[src/rtl/ivg_pkg.sv]
package ivg_pkg;

  localparam int CH_COUNT   = 2;
  localparam int SRC_PER_CH = 4;
  localparam int SRC_COUNT  = CH_COUNT * SRC_PER_CH;
  localparam int IDX_W      = $clog2(SRC_COUNT);

  typedef logic [IDX_W-1:0] src_idx_t;

  // Kind code is the source's position inside its channel's request nibble.
  typedef enum logic [1:0] {
    K_TX   = 2'd0,
    K_STAT = 2'd1,
    K_RX   = 2'd2,
    K_EXT  = 2'd3
  } src_kind_e;

  // Priority of kinds inside one channel, rank 0 first.
  function automatic src_kind_e kind_at_rank(input int unsigned k);
    case (k)
      0:       return K_RX;
      1:       return K_TX;
      2:       return K_EXT;
      default: return K_STAT;
    endcase
  endfunction

  // Source index for global rank r: highest channel first.
  function automatic src_idx_t src_at_rank(input int unsigned r);
    int unsigned ch;
    int unsigned kd;
    ch = (CH_COUNT - 1) - (r / SRC_PER_CH);
    kd = 32'(kind_at_rank(r % SRC_PER_CH));
    return src_idx_t'(ch * SRC_PER_CH + kd);
  endfunction

endpackage

[src/rtl/ivg_ack_detect.sv]
module ivg_ack_detect (
  input  logic clk,
  input  logic rst_n,
  input  logic m1_n,
  input  logic iorq_n,
  input  logic mreq_n,
  output logic ack_now,
  output logic ack_start
);

  logic ack_q;

  // acknowledge = I/O request and M1 low together, memory request idle
  assign ack_now   = !iorq_n && mreq_n && !m1_n;
  assign ack_start = ack_now && !ack_q;

  always_ff @(posedge clk) begin
    if (!rst_n) ack_q <= 1'b0;
    else        ack_q <= ack_now;
  end

endmodule

[src/rtl/ivg_prio_pick.sv]
module ivg_prio_pick
  import ivg_pkg::*;
#(
  parameter int N = SRC_COUNT
) (
  input  logic [N-1:0] pend,
  output src_idx_t     win_idx,
  output logic         win_any
);

  // Walk from lowest to highest rank so the highest rank overwrites last.
  always_comb begin
    win_idx = '0;
    win_any = 1'b0;
    for (int r = N - 1; r >= 0; r--) begin
      if (pend[src_at_rank(r)]) begin
        win_idx = src_at_rank(r);
        win_any = 1'b1;
      end
    end
  end

endmodule

[src/rtl/ivg_mask_ctl.sv]
module ivg_mask_ctl
  import ivg_pkg::*;
#(
  parameter int N = SRC_COUNT
) (
  input  logic         clk,
  input  logic         rst_n,
  input  logic [N-1:0] req,
  input  logic         set_en,
  input  src_idx_t     set_idx,
  output logic [N-1:0] mask_q,
  output logic [N-1:0] mask_nxt
);

  for (genvar i = 0; i < N; i++) begin : g_bit
    // set on acknowledge, held while request stays high
    assign mask_nxt[i] = (mask_q[i] && req[i]) ||
                         (set_en && (set_idx == src_idx_t'(i)));

    always_ff @(posedge clk) begin
      if (!rst_n) mask_q[i] <= 1'b0;
      else        mask_q[i] <= mask_nxt[i];
    end
  end

endmodule

[src/rtl/ivg_vector_gen.sv]
module ivg_vector_gen
  import ivg_pkg::*;
#(
  parameter int          VEC_W      = 8,
  parameter logic [7:0]  VEC_BASE   = 8'h40,
  parameter int          STEP_SHIFT = 1
) (
  input  logic                 clk,
  input  logic                 rst_n,
  input  logic [SRC_COUNT-1:0] src_req,
  input  logic                 cpu_m1_n,
  input  logic                 cpu_iorq_n,
  input  logic                 cpu_mreq_n,
  output logic                 int_n,
  output logic [VEC_W-1:0]     vec_data,
  output logic                 vec_drive
);

  logic [SRC_COUNT-1:0] mask_q;
  logic [SRC_COUNT-1:0] mask_nxt;
  logic [SRC_COUNT-1:0] pend;
  src_idx_t             win_idx;
  logic                 win_any;
  logic                 ack_now;
  logic                 ack_start;
  logic                 set_en;
  src_idx_t             sel_q;
  logic                 drive_q;
  logic                 int_n_q;

  assign pend   = src_req & ~mask_q;
  assign set_en = ack_start && win_any;

  ivg_ack_detect u_ack (
    .clk       (clk),
    .rst_n     (rst_n),
    .m1_n      (cpu_m1_n),
    .iorq_n    (cpu_iorq_n),
    .mreq_n    (cpu_mreq_n),
    .ack_now   (ack_now),
    .ack_start (ack_start)
  );

  ivg_prio_pick #(.N(SRC_COUNT)) u_pick (
    .pend    (pend),
    .win_idx (win_idx),
    .win_any (win_any)
  );

  ivg_mask_ctl #(.N(SRC_COUNT)) u_mask (
    .clk      (clk),
    .rst_n    (rst_n),
    .req      (src_req),
    .set_en   (set_en),
    .set_idx  (win_idx),
    .mask_q   (mask_q),
    .mask_nxt (mask_nxt)
  );

  // latch winner at acknowledge start, drop drive when it ends
  always_ff @(posedge clk) begin
    if (!rst_n) begin
      sel_q   <= '0;
      drive_q <= 1'b0;
    end else if (ack_start) begin
      sel_q   <= win_idx;
      drive_q <= win_any;
    end else if (!ack_now) begin
      drive_q <= 1'b0;
    end
  end

  // uses next mask so an acknowledged source releases the line at once
  always_ff @(posedge clk) begin
    if (!rst_n) int_n_q <= 1'b1;
    else        int_n_q <= !(|(src_req & ~mask_nxt));
  end

  // sparse even map from the base
  assign vec_data  = drive_q ? VEC_W'(VEC_BASE) + (VEC_W'(sel_q) << STEP_SHIFT)
                             : '0;
  assign vec_drive = drive_q;
  assign int_n     = int_n_q;

endmodule

[config.mk]
export PLATFORM = sky130hd
export DESIGN_NAME = ivg_vector_gen
export DESIGN_NICKNAME = d
export VERILOG_FILES = /design/src/rtl/ivg_pkg.sv /design/src/rtl/ivg_ack_detect.sv /design/src/rtl/ivg_prio_pick.sv /design/src/rtl/ivg_mask_ctl.sv /design/src/rtl/ivg_vector_gen.sv
export SDC_FILE = /design/constraint.sdc
export NUM_CORES = 1
export LEC_CHECK = 0
export BUFFER_PORTS_ARGS = -buffer_cell sky130_fd_sc_hd__buf_4
export CAP_MARGIN = 10
export CORE_MARGIN = 3
export CORE_UTILIZATION = 49
export CTS_BUF_LIST = sky130_fd_sc_hd__clkbuf_16
export CTS_CLUSTER_DIAMETER = 30
export DETAILED_ROUTE_END_ITERATION = 10
export GPL_TIMING_DRIVEN = 0
export HOLD_SLACK_MARGIN = 0.15
export PLACE_DENSITY_LB_ADDON = 0.05
export SYNTH_ARGS = -nofsm -noshare
export SYNTH_HDL_FRONTEND = slang
export SYNTH_SLANG_ARGS = --single-unit
[constraint.sdc]
create_clock -name clk -period 2.2 [get_ports clk]
set_clock_uncertainty 0.2 [all_clocks]
set_input_delay 0.22 -clock clk [delete_from_list [all_inputs] [get_ports clk]]
set_output_delay 0.22 -clock clk [all_outputs]
set_load 0.02 [all_outputs]
Word-level counts from Yosys, hierarchy flattened
Index checks and enable logic that the tools add are counted.
{ "totals": {"romBits": 0, "mem_bits_rw": 0, "memories": 0, "in_bits": 13, "output_inout_bits": 10, "register_bits": 14, "latch_bits": 0, "elab_cells": 86} }
{ "op_classes": {"n_mux": 23, "reduce_logical": 34, "shift": 0, "order_cmp": 0, "n_mul": 0, "eq_ne": 8, "n_div": 0, "n_addsub": 5, "n_bitwise": 4} }
{ "ops": {"columns": ["cell", "count"], "rows": [
  ["$mux W3", 7],
  ["$logic_and A1 B1 Y1", 20],
  ["$and A8 B8 Y8", 2],
  ["$not A8 Y8", 2],
  ["$add A3 B2 Y3 const A", 4],
  ["$eq A3 B3 Y1 const B", 4],
  ["$mux W1", 11],
  ["$add A7 B4 Y8 const A", 1],
  ["$logic_or A1 B1 Y1", 8],
  ["$mux W2", 4],
  ["$mux W8", 1],
  ["$reduce_or A8 Y1", 1],
  ["$eq A3 B2 Y1 const B", 2],
  ["$logic_not A1 Y1", 4],
  ["$eq A3 B1 Y1 const B", 1],
  ["$logic_not A3 Y1", 1],
  ["$ne A2 B1 Y1 const B", 1]
]} }

Logic depth before layout (Yosys ltp)
Gate-level depths: netlist (run 1).
{ "depth": {"word_depth": 17, "mapped_depth": 7, "ltp_nobuf": 5} }

By module
Synthesis (run 1) repeated with hierarchy kept, for this count alone.
{ "unflattened": {"hier_cells": 103, "hier_area_um2": 824.5} }
{ "modules_own_cells": {"columns": ["module", "seq_area_each_um2", "n_inst", "area_per_inst_um2", "cells_per_inst"], "rows": [
  ["ivg_mask_ctl", 160.2, 1, 356.6, 40],
  ["ivg_vector_gen", 100.1, 1, 345.3, 46],
  ["ivg_prio_pick", 0.0, 1, 67.6, 13],
  ["ivg_ack_detect", 20.0, 1, 55.1, 4]
]} }

Worst setup path after synthesis (run 1)
No wires, ideal clock.
{ "synth_path": {"kind": "flip-flop to flip-flop", "from": "register u_ack.ack_q", "to": "register int_n_q (netlist: int_n)", "arrival_time_ns": 1.577, "slack_ns": 0.335, "n_path_buf": 0, "setup_time_ns": 0.088, "synth_period_minus_slack_ns": 1.865, "stages_incl_launch_ff": 6, "t_required_ns": 1.912, "cell_sequence": "dfxtp_1 -> nor4b_4 -> nand4_2 -> maj3_2 -> o31a_1 -> a311oi_2"} }
{ "synth_via": {"elab_chain_len": 9, "word_cells_on_any_way": 23, "cone_classes": "bitwise: 2; reduce/logical: 21"} }
{ "synth_lines": {"columns": ["element", "line", "text"], "rows": [
  ["start: declaration", "ivg_ack_detect.sv:11", "logic ack_q;"],
  ["start signal: assignment", "ivg_ack_detect.sv:19", "else ack_q <= ack_now;"],
  ["$logic_not A1 Y1 (*)", "ivg_ack_detect.sv:15", "assign ack_start = ack_now && !ack_q;"],
  ["$logic_and A1 B1 Y1 (*)", "ivg_ack_detect.sv:15", null],
  ["$logic_and A1 B1 Y1 (*)", "ivg_vector_gen.sv:32", "assign set_en = ack_start && win_any;"],
  ["$logic_and A1 B1 Y1", "ivg_mask_ctl.sv:18", "(set_en && (set_idx == src_idx_t'(i)));"],
  ["$logic_or A1 B1 Y1", "ivg_mask_ctl.sv:17", "assign mask_nxt[i] = (mask_q[i] && req[i]) ||"],
  ["$not A8 Y8 (*)", "ivg_vector_gen.sv:76", "else int_n_q <= !(|(src_req & ~mask_nxt));"],
  ["$and A8 B8 Y8 (*)", "ivg_vector_gen.sv:76", null],
  ["$reduce_or A8 Y1 (*)", "ivg_vector_gen.sv:76", null],
  ["$logic_not A1 Y1 (*)", "ivg_vector_gen.sv:76", null],
  ["end signal: assignment", "ivg_vector_gen.sv:76", null],
  ["end: declaration", "ivg_vector_gen.sv:29", "logic int_n_q;"]
]} }
Mark *: on every way between the ends. The rest lies on a longest branch, timed or not.
A chain may end at the register's enable or synchronous reset.

Worst setup path after layout (run 1)
{ "layout_path": {"from": "input port src_req[0]", "to": "register int_n_q (netlist: int_n)"} }
{ "layout_via": {"elab_chain_len": 14, "word_cells_on_any_way": 43, "cone_classes": "eq/ne: 7; mux: 12; bitwise: 3; reduce/logical: 21"} }
{ "layout_lines": {"columns": ["element", "line", "text"], "rows": [
  ["start: declaration", "ivg_vector_gen.sv:10", "input logic [SRC_COUNT-1:0] src_req,"],
  ["$and A8 B8 Y8", "ivg_vector_gen.sv:31", "assign pend = src_req & ~mask_q;"],
  ["$mux W3 or $mux W1 (tied branches) (6 in series)", "ivg_prio_pick.sv:16", "if (pend[src_at_rank(r)]) begin"],
  ["$eq A3 B1 Y1 (tied with other cells)", "ivg_mask_ctl.sv:18", null],
  ["$logic_and A1 B1 Y1", "ivg_mask_ctl.sv:18", null],
  ["$logic_or A1 B1 Y1", "ivg_mask_ctl.sv:17", null],
  ["$not A8 Y8", "ivg_vector_gen.sv:76", null],
  ["$and A8 B8 Y8 (*)", "ivg_vector_gen.sv:76", null],
  ["$reduce_or A8 Y1 (*)", "ivg_vector_gen.sv:76", null],
  ["$logic_not A1 Y1 (*)", "ivg_vector_gen.sv:76", null]
]} }
Marks and branches as above.

==> impl_results.md, run 1 <==
* Synthesized cell area at 795 um2
* Synthesis-to-layout area growth at 47.7%
* Vias in the first global route at 728
* Setup repair after global routing missed its margin: no
* Leak at 0.536 nW
* Remaining number of nets flagged by the antenna check after routing at 0
* Placed standard-cell area at 960 um2
* Area of the core at 1420 um2
* Number of clock buffers inserted by TritonCTS at 3
* Synthesized area per cell at 8.45 um2
* Gate count after technology mapping at 94
* Final RePlAce weighted congestion at 0.817
* Maximum net fanout on the critical path at 3
* Yosys warning count at 0
* F_max at 0.488 GHz
* Routed vias at 813
* Wire length after detailed routing at 2010 um
* Share of async-settable or async-resettable flops after synthesis at 0%
* Num rows at 13
* Worst Setup End Kind: flop
* Number of pins exceeding their max-slew limit in the final report at 0
* TritonCTS Sinks at 14
* Peak supply drop at 0.531 mV
* Share of layout cells above drive strength 1 at 25.6%
* Aggregate global-route resource usage at 19.9%
* Final setup slack of the worst path at 0.151 ns
* Status: complete, no violations
* Largest net degree at the start of global routing at 11
* WP data arrival at 2.01 ns
* Die width at 46.3 um
* DRC violations left at 0
* Crit Path Category: input pin to flop
* Register bit total from synthesis at 14
* Overall power after layout at 0.724 mW
* TritonCTS clock tree: yes
* Top_reg_cell synth: dfxtp_1
* Fin. Hold Viols at 0
* Ports placed on the boundary at 23
* WL per Instance at 13.6 um
* Setup TNS at 0 ns
* Sequential cell area fraction in the yosys report at 35.3%
* Dpl ws at 0.0539 ns
* Cell depth of the worst hold path at 4
* Areal power density over the cells at 617 nW/um2
* Clock buffer depth at 2
* Number of setup violations in the final report at 0
* Hold Crit Class: input pin to flop
* Max-capacitance violation count at 0
* Detailed placement HPWL at 1340 um
* Clock-pin slew on the worst setup and hold paths at 0.04 ns
* Overflow left after global routing at 0
* Number of H-tree branching levels at 1
* Layout Nets at 147
* Post-DR vias/cell at 5.49
* Global-route wire length before repair at 3020 um
* Starting Density at 56.1%
* PortBufs at 18
* Root buf cell: clkbuf_16
* Number of detailed-route iterations in the first pass at 4
* Portion of the clock cycle consumed by the worst path in the final layout at 93.2%
* Post-synth EDFFs at 0
* Number of antenna violations at the first check in global routing at 0
* Clock insertion delay at the later pin of the skew report at 0.24 ns
* Count of unique library cells instantiated by Yosys at 30
* Hold_ws at 0.261 ns
* Number of antenna cells inserted at 0
* Minimum clock period at 2.05 ns
* Die height at 46.3 um
* Iter 0 DRT Violations at 21
* Worst setup SP type: input pin
* FF-to-FF path depth at 6
* Critical path data required time at 2.16 ns
* Post-route design area at 1170 um2
* Total Die Area at 2140 um2
-- timing repair --
action,CTS,global route
endpoints found under the setup margin,0,2
hold buffers,12,0
resized for setup,0,1
buffers inserted,0,2
endpoints found under the hold margin,11,0
-- metrics by stage --
step	cells	utilization [%]
detailed placement	130	67.8
finish	148	82.9
CTS	146	81.9
floorplan	97	-
global placement	130	67.8
global route	148	82.9
-- worst max-delay path: stages --
cell and delay [ns]:
dlygate4sd3_1 0.53, buf_4 0.14, nor2b_1 0.16, o21ai_1 0.30
a31oi_1 0.14, o31a_1 0.34, a311oi_2 0.18
-- worst paths after layout --
| path | endpoint | startpoint | slack [ns] |
|---|---|---|---|
| worst min-delay path | vec_drive | cpu_iorq_n | 0.26 |
| worst max-delay path | int_n | src_req[0] | 0.15 |
| worst max register to register | int_n | u_ack.ack_q | 0.20 |
| worst min register to register | u_mask.mask_q[5] | u_mask.mask_q[5] | 0.27 |
-- per-layer routing --
metal / routed length, um / GRT usage [%] / up-vias
met4: 26 / 6.82 / 0
met1: 831 / 22.9 / 367
met2: 994 / 34.3 / 33
li1: - / - / 406
met3: 155 / 6.25 / 7
met5: 0 / 0 / -
-- state kept, by name (all words and copies together), names as in the netlist --
name	flops
u_ack.ack_q	1
vec_drive	1
u_mask.mask_q	8
sel_q	3
int_n	1
-- power breakdown --
part           switching (mW)  total [mW]  internal (mW)
registers             0.00323       0.263          0.260
clock network           0.104       0.344          0.240
logic                  0.0582       0.117         0.0585
total                   0.165       0.724          0.559
-- cell families after synthesis --
logic type | after synthesis | synth area share [%]
other | 1 | 0.472
muxes | 1 | 1.26
buffers and inverters | 10 | 7.56
adders and majority gates | 1 | 1.42
and+or+nand+nor | 41 | 32.1
DFF | 14 | 35.3
AOI/OAI and AO/OA | 26 | 21.9
-- cell type report --
type / instances / area [um2]
multi-input cells: 73 / 465
flip-flops and latches: 14 / 280
repair buffers: 32 / 270
fillers: 98 / 241
clock buffers: 3 / 75.1
plain buffers: 8 / 52.6
well taps: 15 / 18.8
inverters: 2 / 7.51
clock inverters: 1 / 3.75
-- cells in the final DEF, fill, tap and decap left out, drive strengths merged, types with 3 or more instances in the layout --
cell         Yosys  final
dfxtp           14     14
o21ai            7      7
dlygate4sd3      0     12
nand2            6      6
conb             1      4
buf              6     26
nor2             5      5
clkbuf           2      5
nand4            3      3
nor2b            8      8
nand2b           8      8
a21oi            8      8
and2             3      3
-- cell usage after synthesis, drive strengths merged, types with 2 or more instances --
cell type   n  area, um2
a32oi       2       17.5
nand3       2       10.0
o211a       2       20.0
nor2b       8       50.1
and2        3       18.8
nand2       6       22.5
a21oi       8       40.0
nor2        5       18.8
clkbuf      2       7.51
inv         2       7.51
o21ai       7       35.0
and3        2       12.5
buf         6       45.0
nand2b      8       50.1
nand4       3       25.0
a31oi       2       12.5
dfxtp      14        280
Power figures use the tool's default switching activity.
==> run 2, diff against run 1 <==
--- a/config.mk
+++ b/config.mk
@@ -5,6 +5,7 @@
 export SDC_FILE = /design/constraint.sdc
 export NUM_CORES = 1
 export LEC_CHECK = 0
+export ABC_AREA = 0
 export BUFFER_PORTS_ARGS = -buffer_cell sky130_fd_sc_hd__buf_4
 export CAP_MARGIN = 10
 export CORE_MARGIN = 3
==> constraint.sdc (replaced) <==
create_clock -name clk -period 1.9 [get_ports clk]
set_clock_uncertainty 0.2 [all_clocks]
set_input_delay 0.19 -clock clk [delete_from_list [all_inputs] [get_ports clk]]
set_output_delay 0.19 -clock clk [all_outputs]
set_load 0.02 [all_outputs]
==> run 2 against run 1 <==
- the flow now finishes with violations (setup timing)
- sequential share of layout area down 1.1 points
- largest cell class unchanged
- setup slack got worse by 0.21 ns
- wire length rose by 17%
- critical endpoint unchanged
- critical path type is now flop to flop
==> impl_results.md, run 2 (synthesis gave the netlist of run 1 again) <==
* Setup repair after global routing missed its margin: yes (was no)
* Overflow left after global routing at 0 (unchanged)
* Startpoint of the lowest-slack register-to-register path: u_ack.ack_q (unchanged)
* Fin. Hold Viols at 0 (unchanged)
* Share of layout cells above drive strength 1 at 32.8% (was 25.6%)
* Synthesis-to-layout area growth at 55.4% (was 47.7%)
* Status: complete, but fails checks (was complete, no violations)
* Setup TNS at -0.0642 ns (was 0 ns)
* Root buf cell: clkbuf_16 (unchanged)
* Most Used Layer, Global Route: met2 (unchanged)
* Peak supply drop at 0.631 mV (was 0.531 mV)
* Max-capacitance violation count at 0 (unchanged)
* Destination of the critical timing path: int_n (unchanged)
* Areal power density over the cells at 694 nW/um2 (was 617 nW/um2)
* Clock insertion delay at the later pin of the skew report at 0.25 ns (was 0.24 ns)
* Number of pins exceeding their max-slew limit in the final report at 0 (unchanged)
* Final setup slack of the worst path at -0.0642 ns (was 0.151 ns)
* Number of antenna violations at the first check in global routing at 0 (unchanged)
* Buffers and inverters on the worst path at 1 (was 2)
* Largest register by flop count: u_mask.mask_q (unchanged)
* Critical R2R Capture: int_n (unchanged)
* Biggest regs: u_mask.mask_q x8, sel_q x3 (unchanged)
* Most frequent standard cell in the layout excluding fill and tap cells: buf_4 (unchanged)
* Ports placed on the boundary at 23 (unchanged)
* Detailed placement HPWL at 1340 um (unchanged)
* Number of antenna cells inserted at 0 (unchanged)
* Routed vias at 865 (was 813)
* Count of cell instances traversed by the critical path at 6 (was 7)
* Num rows at 13 (unchanged)
* Post-route design area at 1230 um2 (was 1170 um2)
* Finished Layout Cells at 152 (was 148)
* Crit Path Category: flop to flop (was input pin to flop)
* Global-route met1 utilization at 24.6% (was 22.9%)
* Area of the core at 1420 um2 (unchanged)
* Die width at 46.3 um (unchanged)
* DRC violations left at 0 (unchanged)
* M3 GR Usage at 7.42% (was 6.25%)
* Violated checks: setup timing
* Critical path data required time at 1.85 ns (was 2.16 ns)
* Worst Setup End Kind: flop (unchanged)
* Number of clock buffers inserted by TritonCTS at 3 (unchanged)
* Layout Nets at 151 (was 147)
* WL per Instance at 15.5 um (was 13.6 um)
* Worst-path cell with the longest stage delay: dfxtp_2 (was dlygate4sd3_1)
* Overall power after layout at 0.858 mW (was 0.724 mW)
* Global-route wire length before repair at 3350 um (was 3020 um)
* Placed standard-cell area at 960 um2 (unchanged)
* Iter 0 DRT Violations at 34 (was 21)
* Worst path max stage delay at 0.33 ns (was 0.53 ns)
* Clock buffer depth at 2 (unchanged)
* Portion of the clock cycle consumed by the worst path in the final layout at 103%
* Category of cells accounting for the largest share of critical-path delay: compound AO/OA/AOI/OAI gates (unchanged)
* Highest-count cells in the layout ignoring fill and taps: 31 x buf_4, 13 x dfxtp_1, 11 x dlygate4sd3_1 (was 26 x buf_4, 14 x dfxtp_1, 12 x dlygate4sd3_1)
* R2R Setup Slk at -0.06 ns (was 0.20 ns)
* Chain of cells forming the critical path: nor4b_4 -> buf_4 -> nand4_4 -> maj3_2 -> o31a_1 -> a311oi_2 (was dlygate4sd3_1 -> buf_4 -> nor2b_1 -> o21ai_1 -> a31oi_1 -> o31a_1 -> a311oi_2)
* Starting Density at 56.1% (unchanged)
* Number of placed cells counting well taps at 130 (unchanged)
* Number of setup violations in the final report at 1 (was 0)
* Hold Crit Class: input pin to flop (unchanged)
* Vias in the first global route at 788 (was 728)
* Leak at 0.553 nW (was 0.536 nW)
* Remaining number of nets flagged by the antenna check after routing at 0 (unchanged)
* Largest net degree at the start of global routing at 11 (unchanged)
* Maximum net fanout on the critical path at 3 (unchanged)
* TritonCTS clock tree: yes (unchanged)
* Dpl ws at -0.216 ns (was 0.0539 ns)
* TritonCTS Sinks at 14 (unchanged)
* GRT met2 Usage at 37.4% (was 34.3%)
* Final RePlAce weighted congestion at 0.817 (unchanged)
* Post-route core utilization at 87.3% (was 82.9%)
* Aggregate global-route resource usage at 21.9% (was 19.9%)
* Clock-pin slew on the worst setup and hold paths at 0.05 ns (was 0.04 ns)
* FF-to-FF path depth at 6 (unchanged)
* Minimum clock period at 1.96 ns
* Wire length after detailed routing at 2350 um (was 2010 um)
* Number of detailed-route iterations in the first pass at 4 (unchanged)
* Hold_ws at 0.216 ns (was 0.261 ns)
* Max FFs per register at 8 (unchanged)
* Number of H-tree branching levels at 1 (unchanged)
* F_max at 0.509 GHz
* Timing startpoint of the critical path: u_ack.ack_q (was src_req[0])
* Die height at 46.3 um (unchanged)
* Worst setup SP type: flop (was input pin)
* PortBufs at 18 (unchanged)
* WP data arrival at 1.91 ns (was 2.01 ns)
* Post-DR vias/cell at 5.69 (was 5.49)
* Total Die Area at 2140 um2 (unchanged)
run 2: timing repair:
action,CTS,global route
cloned,0,0
hold buffers,11,0
endpoints found under the hold margin,10,0
pin swaps,5,4
buffers inserted,6,2
endpoints found under the setup margin,2,3
gates resized for setup,4,4
run 2: tightest hold or removal path, delay by kind of cell:
kind	cells	cell delay, ns
compound gates	1	0.16
buf+inv	1	0.09
simple gates	2	0.17
run 2: worst min-delay path by stage:
stage / cells past startpoint / slack, ns / startpoint / to
6_report: 4 / 0.22 / src_req[2] / u_mask.mask_q[0]
3_3_place_gp: 2 / 0.22 / src_req[6] / u_mask.mask_q[6]
2_1_floorplan: 1 / 0.1 / rst_n / int_n
5_1_grt: 4 / 0.25 / src_req[6] / u_mask.mask_q[4]
4_1_cts: 4 / 0.20 / src_req[2] / u_mask.mask_q[0]
3_5_place_dp: 2 / 0.23 / src_req[7] / u_mask.mask_q[7]
run 2: cell type report:
class	count	area [um2]
clock inverters	1	3.75
fillers	70	180
flip-flops and latches	14	282
inverters	2	7.51
plain buffers	7	52.6
clock buffers	3	75.1
well taps	15	18.8
repair buffers	37	305
multi-input cells	73	490
run 2: power by group:
group	leakage, nW	switching [mW]	internal (mW)
Clock	0.0385	0.128	0.279
Sequential	0.114	0.00383	0.301
Combinational	0.401	0.0744	0.0708
run 2: layer usage:
| layer | part of all wire [%] | wire length [um] | vias up |
|---|---|---|---|
| met2 | 50 | 1180 | 48 |
| met4 | 2.2 | 51 | 0 |
| met3 | 8.8 | 206 | 7 |
| met1 | 39 | 914 | 395 |
| met5 | 0 | 0 | - |
| li1 | - | - | 415 |
